### config.mk
export PLATFORM = sky130hd
export DESIGN_NAME = deadline_stamper
export DESIGN_NICKNAME = d
export VERILOG_FILES = /design/src/rtl/stamp_pkg.sv /design/src/rtl/stamp_flow_table.sv /design/src/rtl/stamp_increment.sv /design/src/rtl/stamp_chain.sv /design/src/rtl/stamp_elig_check.sv /design/src/rtl/deadline_stamper.sv
export SDC_FILE = /design/constraint.sdc
export NUM_CORES = 2
export LEC_CHECK = 0
export BUFFER_PORTS_ARGS = -buffer_cell sky130_fd_sc_hd__buf_4
export CAP_MARGIN = 20
export CORE_UTILIZATION = 55
export DETAILED_ROUTE_END_ITERATION = 12
export GPL_TIMING_DRIVEN = 0
export HOLD_SLACK_MARGIN = 0.03
export PLACE_DENSITY = 0.72
export SLEW_MARGIN = 20
export SYNTH_ARGS = -nofsm -noshare
export SYNTH_HDL_FRONTEND = slang
export SYNTH_HIERARCHICAL = 1
export SYNTH_SLANG_ARGS = --single-unit
### constraint.sdc
create_clock -name clk -period 63.1 [get_ports clk]
set_input_delay 3.155 -clock clk [delete_from_list [all_inputs] [get_ports clk]]
set_output_delay 3.155 -clock clk [all_outputs]
set_load 0.1 [all_outputs]
### src/rtl/stamp_pkg.sv
package stamp_pkg;
  typedef enum logic {
    MODE_RATE  = 1'b0,
    MODE_FRAME = 1'b1
  } stamp_mode_e;
endpackage

### src/rtl/stamp_flow_table.sv
module stamp_flow_table #(
  parameter int FLOWS = 16,
  parameter int TW    = 32,
  parameter int INCW  = 24,
  parameter int FW    = $clog2(FLOWS)
) (
  input  logic                   clk,
  input  logic                   rst_n,
  input  logic                   cfg_we,
  input  logic [FW-1:0]          cfg_flow,
  input  stamp_pkg::stamp_mode_e cfg_mode,
  input  logic                   cfg_smooth,
  input  logic [INCW-1:0]        cfg_incr,
  input  logic [TW-1:0]          cfg_seed,
  input  logic [FW-1:0]          rd_flow,
  output stamp_pkg::stamp_mode_e rd_mode,
  output logic                   rd_smooth,
  output logic [INCW-1:0]        rd_incr,
  input  logic                   upd_en,
  input  logic [FW-1:0]          upd_flow,
  input  logic [TW-1:0]          upd_deadline,
  input  logic [FW-1:0]          last_flow,
  output logic [TW-1:0]          last_deadline
);
  import stamp_pkg::*;

  stamp_mode_e       mode_q   [FLOWS];
  logic              smooth_q [FLOWS];
  logic [INCW-1:0]   incr_q   [FLOWS];
  logic [TW-1:0]     last_q   [FLOWS];
  logic [TW-1:0]     last_d   [FLOWS];
  logic [FLOWS-1:0]  cfg_hit;
  logic [FLOWS-1:0]  last_en;

  // next-state: configuration write has priority over the chain update
  always_comb begin
    for (int f = 0; f < FLOWS; f++) begin
      cfg_hit[f] = cfg_we && (cfg_flow == FW'(f));
      last_en[f] = cfg_hit[f] || (upd_en && (upd_flow == FW'(f)));
      last_d[f]  = cfg_hit[f] ? cfg_seed : upd_deadline;
    end
  end

  generate
    for (genvar g = 0; g < FLOWS; g++) begin : g_entry
      always_ff @(posedge clk or negedge rst_n) begin
        if (!rst_n) begin
          mode_q[g]   <= MODE_RATE;
          smooth_q[g] <= 1'b0;
          incr_q[g]   <= '0;
        end else if (cfg_hit[g]) begin
          mode_q[g]   <= cfg_mode;
          smooth_q[g] <= cfg_smooth;
          incr_q[g]   <= cfg_incr;
        end
      end

      always_ff @(posedge clk or negedge rst_n) begin
        if (!rst_n) begin
          last_q[g] <= '0;
        end else if (last_en[g]) begin
          last_q[g] <= last_d[g];
        end
      end
    end
  endgenerate

  assign rd_mode       = mode_q[rd_flow];
  assign rd_smooth     = smooth_q[rd_flow];
  assign rd_incr       = incr_q[rd_flow];
  assign last_deadline = last_q[last_flow];

  // a write leaves its seed in the addressed entry
  a_r8_cfg_load: assert property (@(posedge clk) disable iff (!rst_n)
    cfg_we |=> last_q[$past(cfg_flow)] == $past(cfg_seed));

  // an uncontested update stores the issued deadline
  a_r3_chain_store: assert property (@(posedge clk) disable iff (!rst_n)
    (upd_en && !(cfg_we && cfg_flow == upd_flow))
      |=> last_q[$past(upd_flow)] == $past(upd_deadline));
endmodule

### src/rtl/stamp_increment.sv
module stamp_increment #(
  parameter int FLOWS = 16,
  parameter int TW    = 32,
  parameter int LW    = 16,
  parameter int INCW  = 24,
  parameter int PW    = 8,
  parameter int FW    = $clog2(FLOWS)
) (
  input  logic                   clk,
  input  logic                   rst_n,
  input  logic                   req_valid,
  input  logic [FW-1:0]          req_flow,
  input  logic [LW-1:0]          req_len,
  input  logic [TW-1:0]          req_now,
  input  logic [PW-1:0]          req_parts,
  input  stamp_pkg::stamp_mode_e rd_mode,
  input  logic                   rd_smooth,
  input  logic [INCW-1:0]        rd_incr,
  output logic                   s_valid,
  output logic [FW-1:0]          s_flow,
  output logic [TW-1:0]          s_now,
  output logic [TW-1:0]          s_inc,
  output logic                   s_smooth
);
  import stamp_pkg::*;

  localparam int PRW = LW + INCW;

  logic [PRW-1:0]  prod;
  logic [PW-1:0]   den;
  logic [PW:0]     rem;
  logic [INCW-1:0] quo;
  logic [TW-1:0]   inc_d;

  // rate mode: length times per-byte time
  assign prod = PRW'(req_len) * PRW'(rd_incr);

  // frame mode: restoring division of the target by the packet count
  assign den = (req_parts == '0) ? PW'(1) : req_parts;

  always_comb begin
    rem = '0;
    quo = '0;
    for (int i = INCW - 1; i >= 0; i--) begin
      rem = {rem[PW-1:0], rd_incr[i]};
      if (rem >= {1'b0, den}) begin
        rem    = rem - {1'b0, den};
        quo[i] = 1'b1;
      end
    end
  end

  assign inc_d = (rd_mode == MODE_FRAME) ? TW'(quo) : TW'(prod);

  always_ff @(posedge clk or negedge rst_n) begin
    if (!rst_n) s_valid <= 1'b0;
    else        s_valid <= req_valid;
  end

  always_ff @(posedge clk or negedge rst_n) begin
    if (!rst_n) begin
      s_flow   <= '0;
      s_now    <= '0;
      s_inc    <= '0;
      s_smooth <= 1'b0;
    end else if (req_valid) begin
      s_flow   <= req_flow;
      s_now    <= req_now;
      s_inc    <= inc_d;
      s_smooth <= rd_smooth;
    end
  end

  // the frame share is the floor quotient of target by count
  a_r4_quotient_bound: assert property (@(posedge clk) disable iff (!rst_n)
    (req_valid && rd_mode == MODE_FRAME)
      |=> ((INCW+PW)'(s_inc) * (INCW+PW)'($past(den)) <= (INCW+PW)'($past(rd_incr)))
       && (((INCW+PW)'(s_inc) + 1) * (INCW+PW)'($past(den)) > (INCW+PW)'($past(rd_incr))));
endmodule

### src/rtl/stamp_chain.sv
module stamp_chain #(
  parameter int FLOWS       = 16,
  parameter int TW          = 32,
  parameter int ELIG_FACTOR = 20,
  parameter int FW          = $clog2(FLOWS)
) (
  input  logic          clk,
  input  logic          rst_n,
  input  logic          s_valid,
  input  logic [FW-1:0] s_flow,
  input  logic [TW-1:0] s_now,
  input  logic [TW-1:0] s_inc,
  input  logic          s_smooth,
  input  logic [TW-1:0] last_deadline,
  output logic          upd_en,
  output logic [FW-1:0] upd_flow,
  output logic [TW-1:0] upd_deadline,
  output logic          rsp_valid,
  output logic [FW-1:0] rsp_flow,
  output logic [TW-1:0] rsp_deadline,
  output logic [TW-1:0] rsp_eligible,
  output logic          rsp_smooth
);
  logic signed [TW-1:0] gap;
  logic [TW-1:0]        base;
  logic [TW-1:0]        dl_d;

  // wrap-safe: now is later than last when the signed gap is positive
  assign gap          = $signed(s_now - last_deadline);
  assign base         = (gap > 0) ? s_now : last_deadline;
  assign dl_d         = base + s_inc;
  assign upd_en       = s_valid;
  assign upd_flow     = s_flow;
  assign upd_deadline = dl_d;

  always_ff @(posedge clk or negedge rst_n) begin
    if (!rst_n) rsp_valid <= 1'b0;
    else        rsp_valid <= s_valid;
  end

  always_ff @(posedge clk or negedge rst_n) begin
    if (!rst_n) begin
      rsp_flow     <= '0;
      rsp_deadline <= '0;
      rsp_eligible <= '0;
      rsp_smooth   <= 1'b0;
    end else if (s_valid) begin
      rsp_flow     <= s_flow;
      rsp_deadline <= dl_d;
      rsp_eligible <= dl_d - TW'(ELIG_FACTOR);
      rsp_smooth   <= s_smooth;
    end
  end
endmodule

### src/rtl/stamp_elig_check.sv
module stamp_elig_check #(
  parameter int TW          = 32,
  parameter int ELIG_FACTOR = 20
) (
  input  logic [TW-1:0] chk_now,
  input  logic [TW-1:0] chk_deadline,
  input  logic          chk_smooth,
  output logic          chk_ok
);
  logic [TW-1:0]        horizon;
  logic signed [TW-1:0] slack;

  assign horizon = chk_now + TW'(ELIG_FACTOR);
  assign slack   = $signed(horizon - chk_deadline);
  assign chk_ok  = !chk_smooth || (slack >= 0);
endmodule

### src/rtl/deadline_stamper.sv
module deadline_stamper #(
  parameter int FLOWS       = 16,
  parameter int TW          = 32,
  parameter int LW          = 16,
  parameter int INCW        = 24,
  parameter int PW          = 8,
  parameter int ELIG_FACTOR = 20,
  parameter int FW          = $clog2(FLOWS)
) (
  input  logic            clk,
  input  logic            rst_n,
  input  logic            cfg_we,
  input  logic [FW-1:0]   cfg_flow,
  input  logic            cfg_frame,
  input  logic            cfg_smooth,
  input  logic [INCW-1:0] cfg_incr,
  input  logic [TW-1:0]   cfg_seed,
  input  logic            req_valid,
  input  logic [FW-1:0]   req_flow,
  input  logic [LW-1:0]   req_len,
  input  logic [TW-1:0]   req_now,
  input  logic [PW-1:0]   req_parts,
  output logic            rsp_valid,
  output logic [FW-1:0]   rsp_flow,
  output logic [TW-1:0]   rsp_deadline,
  output logic [TW-1:0]   rsp_eligible,
  output logic            rsp_smooth,
  input  logic [TW-1:0]   chk_now,
  input  logic [TW-1:0]   chk_deadline,
  input  logic            chk_smooth,
  output logic            chk_ok
);
  import stamp_pkg::*;

  stamp_mode_e     cfg_mode;
  stamp_mode_e     rd_mode;
  logic            rd_smooth;
  logic [INCW-1:0] rd_incr;
  logic            s_valid;
  logic [FW-1:0]   s_flow;
  logic [TW-1:0]   s_now;
  logic [TW-1:0]   s_inc;
  logic            s_smooth;
  logic [TW-1:0]   last_deadline;
  logic            upd_en;
  logic [FW-1:0]   upd_flow;
  logic [TW-1:0]   upd_deadline;

  assign cfg_mode = cfg_frame ? MODE_FRAME : MODE_RATE;

  stamp_flow_table #(.FLOWS(FLOWS), .TW(TW), .INCW(INCW)) u_table (
    .clk(clk), .rst_n(rst_n),
    .cfg_we(cfg_we), .cfg_flow(cfg_flow), .cfg_mode(cfg_mode),
    .cfg_smooth(cfg_smooth), .cfg_incr(cfg_incr), .cfg_seed(cfg_seed),
    .rd_flow(req_flow), .rd_mode(rd_mode), .rd_smooth(rd_smooth), .rd_incr(rd_incr),
    .upd_en(upd_en), .upd_flow(upd_flow), .upd_deadline(upd_deadline),
    .last_flow(s_flow), .last_deadline(last_deadline)
  );

  stamp_increment #(.FLOWS(FLOWS), .TW(TW), .LW(LW), .INCW(INCW), .PW(PW)) u_incr (
    .clk(clk), .rst_n(rst_n),
    .req_valid(req_valid), .req_flow(req_flow), .req_len(req_len),
    .req_now(req_now), .req_parts(req_parts),
    .rd_mode(rd_mode), .rd_smooth(rd_smooth), .rd_incr(rd_incr),
    .s_valid(s_valid), .s_flow(s_flow), .s_now(s_now), .s_inc(s_inc), .s_smooth(s_smooth)
  );

  stamp_chain #(.FLOWS(FLOWS), .TW(TW), .ELIG_FACTOR(ELIG_FACTOR)) u_chain (
    .clk(clk), .rst_n(rst_n),
    .s_valid(s_valid), .s_flow(s_flow), .s_now(s_now), .s_inc(s_inc), .s_smooth(s_smooth),
    .last_deadline(last_deadline),
    .upd_en(upd_en), .upd_flow(upd_flow), .upd_deadline(upd_deadline),
    .rsp_valid(rsp_valid), .rsp_flow(rsp_flow), .rsp_deadline(rsp_deadline),
    .rsp_eligible(rsp_eligible), .rsp_smooth(rsp_smooth)
  );

  stamp_elig_check #(.TW(TW), .ELIG_FACTOR(ELIG_FACTOR)) u_check (
    .chk_now(chk_now), .chk_deadline(chk_deadline),
    .chk_smooth(chk_smooth), .chk_ok(chk_ok)
  );

  // every request produces a response two edges later
  a_r2_rsp_latency: assert property (@(posedge clk) disable iff (!rst_n)
    req_valid |-> ##2 rsp_valid);

  // an issued deadline is never before the request time
  a_r3_no_backstep: assert property (@(posedge clk) disable iff (!rst_n)
    (rsp_valid && $past(req_valid, 2)) |-> ($signed(rsp_deadline - $past(req_now, 2)) >= 0));
endmodule

=== After elaboration in Yosys (flattened, before gate mapping) ===
Cells that the tools add are included.

* Logic and storage cells: 295
* Flip-flop bits (word level): 1068
* Input bits: 191
* Output and inout port bits: 71

* Add/sub/neg operators: 28
* Reductions and logical operators: 53
* $mul: 1
* Bitwise logic cells: 2
* Multiplexer cells: 79
* Equal/unequal tests: 30
* $lt $le $gt $ge: 28

{| class="wikitable"
|+ Operators with widths
! cell !! number
|-
| 2-to-1 mux 32 bit || 20
|-
| greater-or-equal comparator 9 x 8 -> 1 bit || 23
|-
| 2-to-1 mux 8 bit || 24
|-
| subtractor 8 bit || 22
|-
| binary-select mux 32 bit (select 4 bit) || 1
|-
| binary-select mux 24 bit (select 4 bit) || 1
|-
| == test 4 bit, second input constant || 16
|-
| subtractor 32 bit || 2
|-
| 2-to-1 mux 24 bit || 2
|-
| adder 32 bit || 1
|-
| adder 32 x 5 -> 32 bit, second input constant || 1
|-
| == test 4 x 3 -> 1 bit, second input constant || 8
|-
| greater-or-equal comparator 32 x 1 -> 1 bit, second input constant || 1
|-
| greater-than comparator 32 x 1 -> 1 bit, second input constant || 1
|-
| logical AND 1 bit || 32
|-
| multiplier 16 x 24 -> 32 bit || 1
|-
| subtractor 32 x 5 -> 32 bit, second input constant || 1
|-
| 2-to-1 mux 1 bit || 29
|-
| logical OR 1 bit || 17
|-
| == test 4 x 2 -> 1 bit, second input constant || 4
|-
| greater-or-equal comparator 5 bit, second input constant || 2
|-
| NOT 4 -> 5 bit || 2
|-
| binary-select mux 1 bit (select 4 bit) || 2
|-
| == test 4 x 1 -> 1 bit, second input constant || 2
|-
| 5 further kinds || 6
|}

=== Logic depth before layout (Yosys ltp) ===
* Word-level depth: 53
* Gate-level depth with buffers: 274
* Depth with buffers taken out: 253

=== Hierarchy ===
Netlist, hierarchy kept.

{| class="wikitable"
|+ Modules (own cells, without submodules)
! module !! sequential area each (um^2) !! area each (um^2) !! cells each !! times used
|-
| stamp_flow_table || 23222.3 || 48245.0 || 4532 || 1
|-
| stamp_increment || 1751.7 || 25878.6 || 3214 || 1
|-
| stamp_chain || 1701.6 || 8059.0 || 967 || 1
|-
| stamp_elig_check || 0.0 || 1211.2 || 147 || 1
|}

=== Least setup slack after synthesis ===
OpenSTA, ideal clock, no wires.

* Kind: input-to-reg
* Start: input req_parts[1]
* End: register u_incr.s_inc[0]
* Buffers on the path: 26
* Library setup time: 0.129 ns
* Path slack: 10.450 ns
* Required time: 62.971 ns
* Arrival: 52.521 ns
* Stages on the path: 250
* Cells stage by stage: buf_2 inv_1 clkbuf_1 clkbuf_1 clkbuf_1 clkbuf_1 clkbuf_1 buf_1 clkbuf_1 buf_1 a21o_1 ha_1 inv_1 ha_1 inv_1 a2111oi_2 and2_1 ha_1 [... 214 more ...] nor2_1 and2_1 a31oi_1 nand3_4 mux2_1 ha_1 a21oi_1 nor2b_1 o21ai_0 nand2b_1 a21oi_1 nor2b_1 o21ai_0 and4b_1 o221ai_1 a21oi_1 o31a_1 a211oi_1

* Cells in the longest elaborated chain, start to end: 51
* Elaborated cells on any way between the ends: 74
* Classes of those cells: add/sub (23); order compare (24); mux (26); reduce/logical (1)

{| class="wikitable"
|+ RTL lines
! what !! line !! source
|-
| start, declared || deadline_stamper.sv:22 || <nowiki>input logic [PW-1:0] req_parts,</nowiki>
|-
| logical NOT 8 bit || stamp_increment.sv:39 || <nowiki>assign den = (req_parts == '0) ? PW'(1) : req_parts;</nowiki>
|-
| 2-to-1 mux 8 bit * || stamp_increment.sv:39 ||
|-
| subtractor 1 x 8 -> 8 bit / greater-or-equal comparator 1 x 8 -> 1 bit (equally long branches) || stamp_increment.sv:47, stamp_increment.sv:46 ||
|-
| 2-to-1 mux 8 bit || stamp_increment.sv:46 || <nowiki>if (rem >= {1'b0, den}) begin</nowiki>
|-
| subtractor 8 bit / greater-or-equal comparator 9 x 8 -> 1 bit (equally long branches) || stamp_increment.sv:47, stamp_increment.sv:46 ||
|-
| 2-to-1 mux 8 bit || stamp_increment.sv:46 ||
|-
| subtractor 8 bit / greater-or-equal comparator 9 x 8 -> 1 bit (equally long branches) || stamp_increment.sv:47, stamp_increment.sv:46 ||
|-
| 2-to-1 mux 8 bit || stamp_increment.sv:46 ||
|-
| [... 35 more ...] || - ||
|-
| 2-to-1 mux 8 bit || stamp_increment.sv:46 ||
|-
| subtractor 8 bit / greater-or-equal comparator 9 x 8 -> 1 bit (equally long branches) || stamp_increment.sv:47, stamp_increment.sv:46 ||
|-
| 2-to-1 mux 8 bit || stamp_increment.sv:46 ||
|-
| subtractor 8 bit / greater-or-equal comparator 9 x 8 -> 1 bit (equally long branches) || stamp_increment.sv:47, stamp_increment.sv:46 ||
|-
| 2-to-1 mux 8 bit || stamp_increment.sv:46 ||
|-
| greater-or-equal comparator 9 x 8 -> 1 bit * || stamp_increment.sv:46 ||
|-
| 2-to-1 mux 1 bit * || stamp_increment.sv:46 ||
|-
| 2-to-1 mux 32 bit * || stamp_increment.sv:53 || <nowiki>assign inc_d = (rd_mode == MODE_FRAME) ? TW'(quo) : TW'(prod);</nowiki>
|-
| end signal, assigned || stamp_increment.sv:69 || <nowiki>s_inc <= inc_d;</nowiki>
|-
| end, declared || stamp_increment.sv:22 || <nowiki>output logic [TW-1:0] s_inc,</nowiki>
|}

Mark *: on every way between the ends. The rest lies on a longest branch, timed or not.
A chain may end at the register's enable or synchronous reset.

=== Worst setup path in the final report ===
Same ends and word-level chain as after synthesis.

==> results_dict.tcl <==
set metrics [dict create \
    placedCellCount 11118 \
    grt_max_degree 147 \
    synth_flop_cell "dfrtp_1" \
    hp-class "flip-flop to flip-flop" \
    cts-root-buf "clkbuf_16" \
    crit_buf_inv 36 \
    stdcell_area_um2 92300 \
    grt_pass1_vias 76279 \
    cts.reportedPaths.clkPinSlew_ns 0.06 \
    instances_no_fill 11353 \
    wl_per_cell_um 28.6 \
    status "complete, no violations" \
    yosys-top-cells-area "dfrtp_1 (32%), mux2_2 (7.1%), fa_1 (6.8%)" \
    setup_viol 0 \
    place_congestion 1.01 \
    drc_errors 0 \
    ant_nets 0 \
    coreArea_um2 150000 \
    viasPerCell 6.85 \
    cts_buffer_depth 3 \
    slowest_stage "o41ai_1" \
    r2r-start "u_table/incr_q[119]$_DFFE_PN0P_" \
    layout.nets 10088 \
    track_usage 0.419 \
    boundaryPins 262 \
    tightest_slew_ns 1.35 \
    cp-start-kind "primary input" \
    slew_violations 0 \
    fin_skew_ns 0.114 \
    max_slew_margin 0.100 \
    fmax_ghz 0.0167 \
    synthArstFlopShare 1.00 \
    rows 142 \
    end_kind "flip-flop" \
    cts_buffers 118 \
    yosysSeqAreaShare 0.320 \
    report.final.hold_viol_count 0 \
    yosys.cell_types.count 135 \
    layout_setup_ws_ns 3.07 \
    drt_wl_total_mm 325 \
    critPathMostFrequentCell "ha_1" \
    avgSynthCellArea_um2 9.41 \
    cts_tree "yes" \
    hold_start "u_chain/rsp_eligible[2]$_DFFE_PN0P_" \
    crit_path_max_incr_delay_ns 0.48 \
    crit_arrival_ns 60.64 \
    synth_cells 8860 \
    die_area_um2 153000 \
    r2r_end "u_incr/s_inc[0]$_DFFE_PN0P_" \
    initial_core_util 0.555 \
    overflow 0 \
    ys_warn_count 6 \
    grt_antenna_before_repair 28 \
    synth.most_common_cell "dfrtp_1" \
    num_vias 77788 \
    cts-htree-levels 3 \
    drv_cap 0 \
    syn-cell-area_um2 83400 \
    r2r_slack_ns 6.40 \
    first_pass_iters 11 \
    die_y_um 391 \
    crit_family "compound AO/OA/AOI/OAI gates" \
    hold_depth 1 \
    postPlaceCellArea_um2 88000 \
    io_buffers 225 \
    dp_hpwl_mm 246 \
    die_x_um 391 \
    reg2regPathDepth 246 \
    hold_ws_ns 0.501 \
    ys_ff_latch 1066 \
    drive_gt1_frac 0.168 \
    min_period_ns 60.03 \
    clock_latency_ns 0.84 \
    min_to "u_chain/rsp_eligible[2]$_DFFE_PN0P_" \
    syn2layout_area_growth_pct 10.7 \
    preCtsSetupSlack_ns -2.03 \
    yosysTopAreaCellShare 0.320 \
    ys_top_cells_by_count "dfrtp_1 (1,066), o21ai_0 (656), clkbuf_1 (649)" \
    fillCellCount 12629 \
    postCtsHoldBufs 0 \
    grt_pass1_wl_mm 481 \
    crit_fanout 11 \
    critical_path_class "primary input to flip-flop" \
    synth_fp_nets 9721 \
    yosysTopAreaCell "dfrtp_1" \
    required_ns 63.71 \
    drt_iter0_drc 10773 \
    synth_edf_count 0 \
    cts_sinks 1066 \
    post-route-period-util 0.951 \
]
==> per-stage QoR <==
step | util | TNS, ns
after floorplan | - | 0
after global placement | 0.584 | -2.09
after detailed placement | 0.586 | -2.05
after CTS | 0.614 | 0
after global routing | 0.615 | -0.163
final | 0.615 | 0
==> repair_timing <==
action | in CTS | in global routing
endpoints found under the setup margin | 1 | 3
pin swaps | 0 | 2
buffers inserted | 0 | 7
gates resized for setup | 9 | 48
==> routing by layer <==
| metal | GRT usage | wire [um] |
|---|---|---|
| met3 | 0.156 | 43800 |
| met5 | 0.00829 | 419 |
| met4 | 0.219 | 19000 |
| met2 | 0.621 | 139000 |
| met1 | 0.531 | 123000 |
==> cell type report <==
cell class	instances	area, um2	area share
multi-input combinational	6433	51500	0.558
sequential	1066	26700	0.289
buffer	849	3520	0.0382
clock buffer	172	3470	0.0375
tap	2016	2520	0.0273
timing repair buffer	249	2100	0.0227
inverter	510	1910	0.0207
clock inverter	42	614	0.00665
antenna	16	40.0	0.000434
==> cells by family (layout without fill, tap and decap cells) <==
kind of cell,Yosys count,after routing,share of synthesized area
xor gates and xnor gates,216,216,0.0230
muxes,853,853,0.148
DFF,1066,1066,0.320
AOI/OAI and AO/OA,2170,2170,0.166
and+or+nand+nor,2518,2518,0.151
buffers and inverters,1361,1822,0.0649
adders and majority gates,676,676,0.127
other,0,16,0
==> cells in the final DEF (no fill, tap or decap), types with 80 or more instances in the layout <==
master / n
a21o_1: 96
mux2_2: 525
mux4_2: 232
buf_4: 251
dfrtp_1: 1066
o21ai_0: 650
nor3_1: 582
nand3_1: 597
ha_1: 386
a21oi_1: 304
nor2_1: 301
clkbuf_16: 118
a31oi_1: 544
buf_1: 80
clkbuf_1: 654
nand2_1: 520
xnor2_1: 149
and2_1: 133
fa_1: 284
buf_2: 86
a22oi_1: 123
inv_1: 504
==> worst max-delay path by stage <==
stage / from / to / slack (ns) / cells past startpoint
2_1_floorplan: req_parts[1] / u_incr/s_inc[0]$_DFFE_PN0P_ / 10.45 / 250
3_3_place_gp: req_parts[1] / u_incr/s_inc[0]$_DFFE_PN0P_ / -2.09 / 248
3_5_place_dp: req_parts[1] / u_incr/s_inc[0]$_DFFE_PN0P_ / -2.03 / 247
4_1_cts: req_parts[1] / u_incr/s_inc[0]$_DFFE_PN0P_ / 0.21 / 249
5_1_grt: req_parts[1] / u_incr/s_inc[0]$_DFFE_PN0P_ / -0.16 / 255
6_report: req_parts[1] / u_incr/s_inc[0]$_DFFE_PN0P_ / 3.07 / 252
==> sequential cells by signal, indices dropped and copies added, names as in the netlist <==
name / count
u_chain/rsp_smooth: 1
u_table/last_q: 512
u_incr/s_valid: 1
u_table/incr_q: 384
u_incr/s_inc: 32
u_incr/s_flow: 4
u_chain/rsp_flow: 4
u_incr/s_now: 32
u_table/mode_q: 16
u_chain/rsp_deadline: 30
u_incr/s_smooth: 1
u_chain/rsp_valid: 1
u_table/smooth_q: 16
u_chain/rsp_eligible: 32
==> worst reg2reg max path, delay by kind of cell, from the launching register on <==
family          cells  cell delay (ns)
mux                17             6.50
simple gates       94            17.04
flops               1             0.38
fa+ha+maj          25             8.34
buf+inv            28             5.59
compound gates     82            18.64
Power is left out: the tool's default activity adds up to more than one toggle a clock period on the data nets, which glitch-free logic cannot reach.
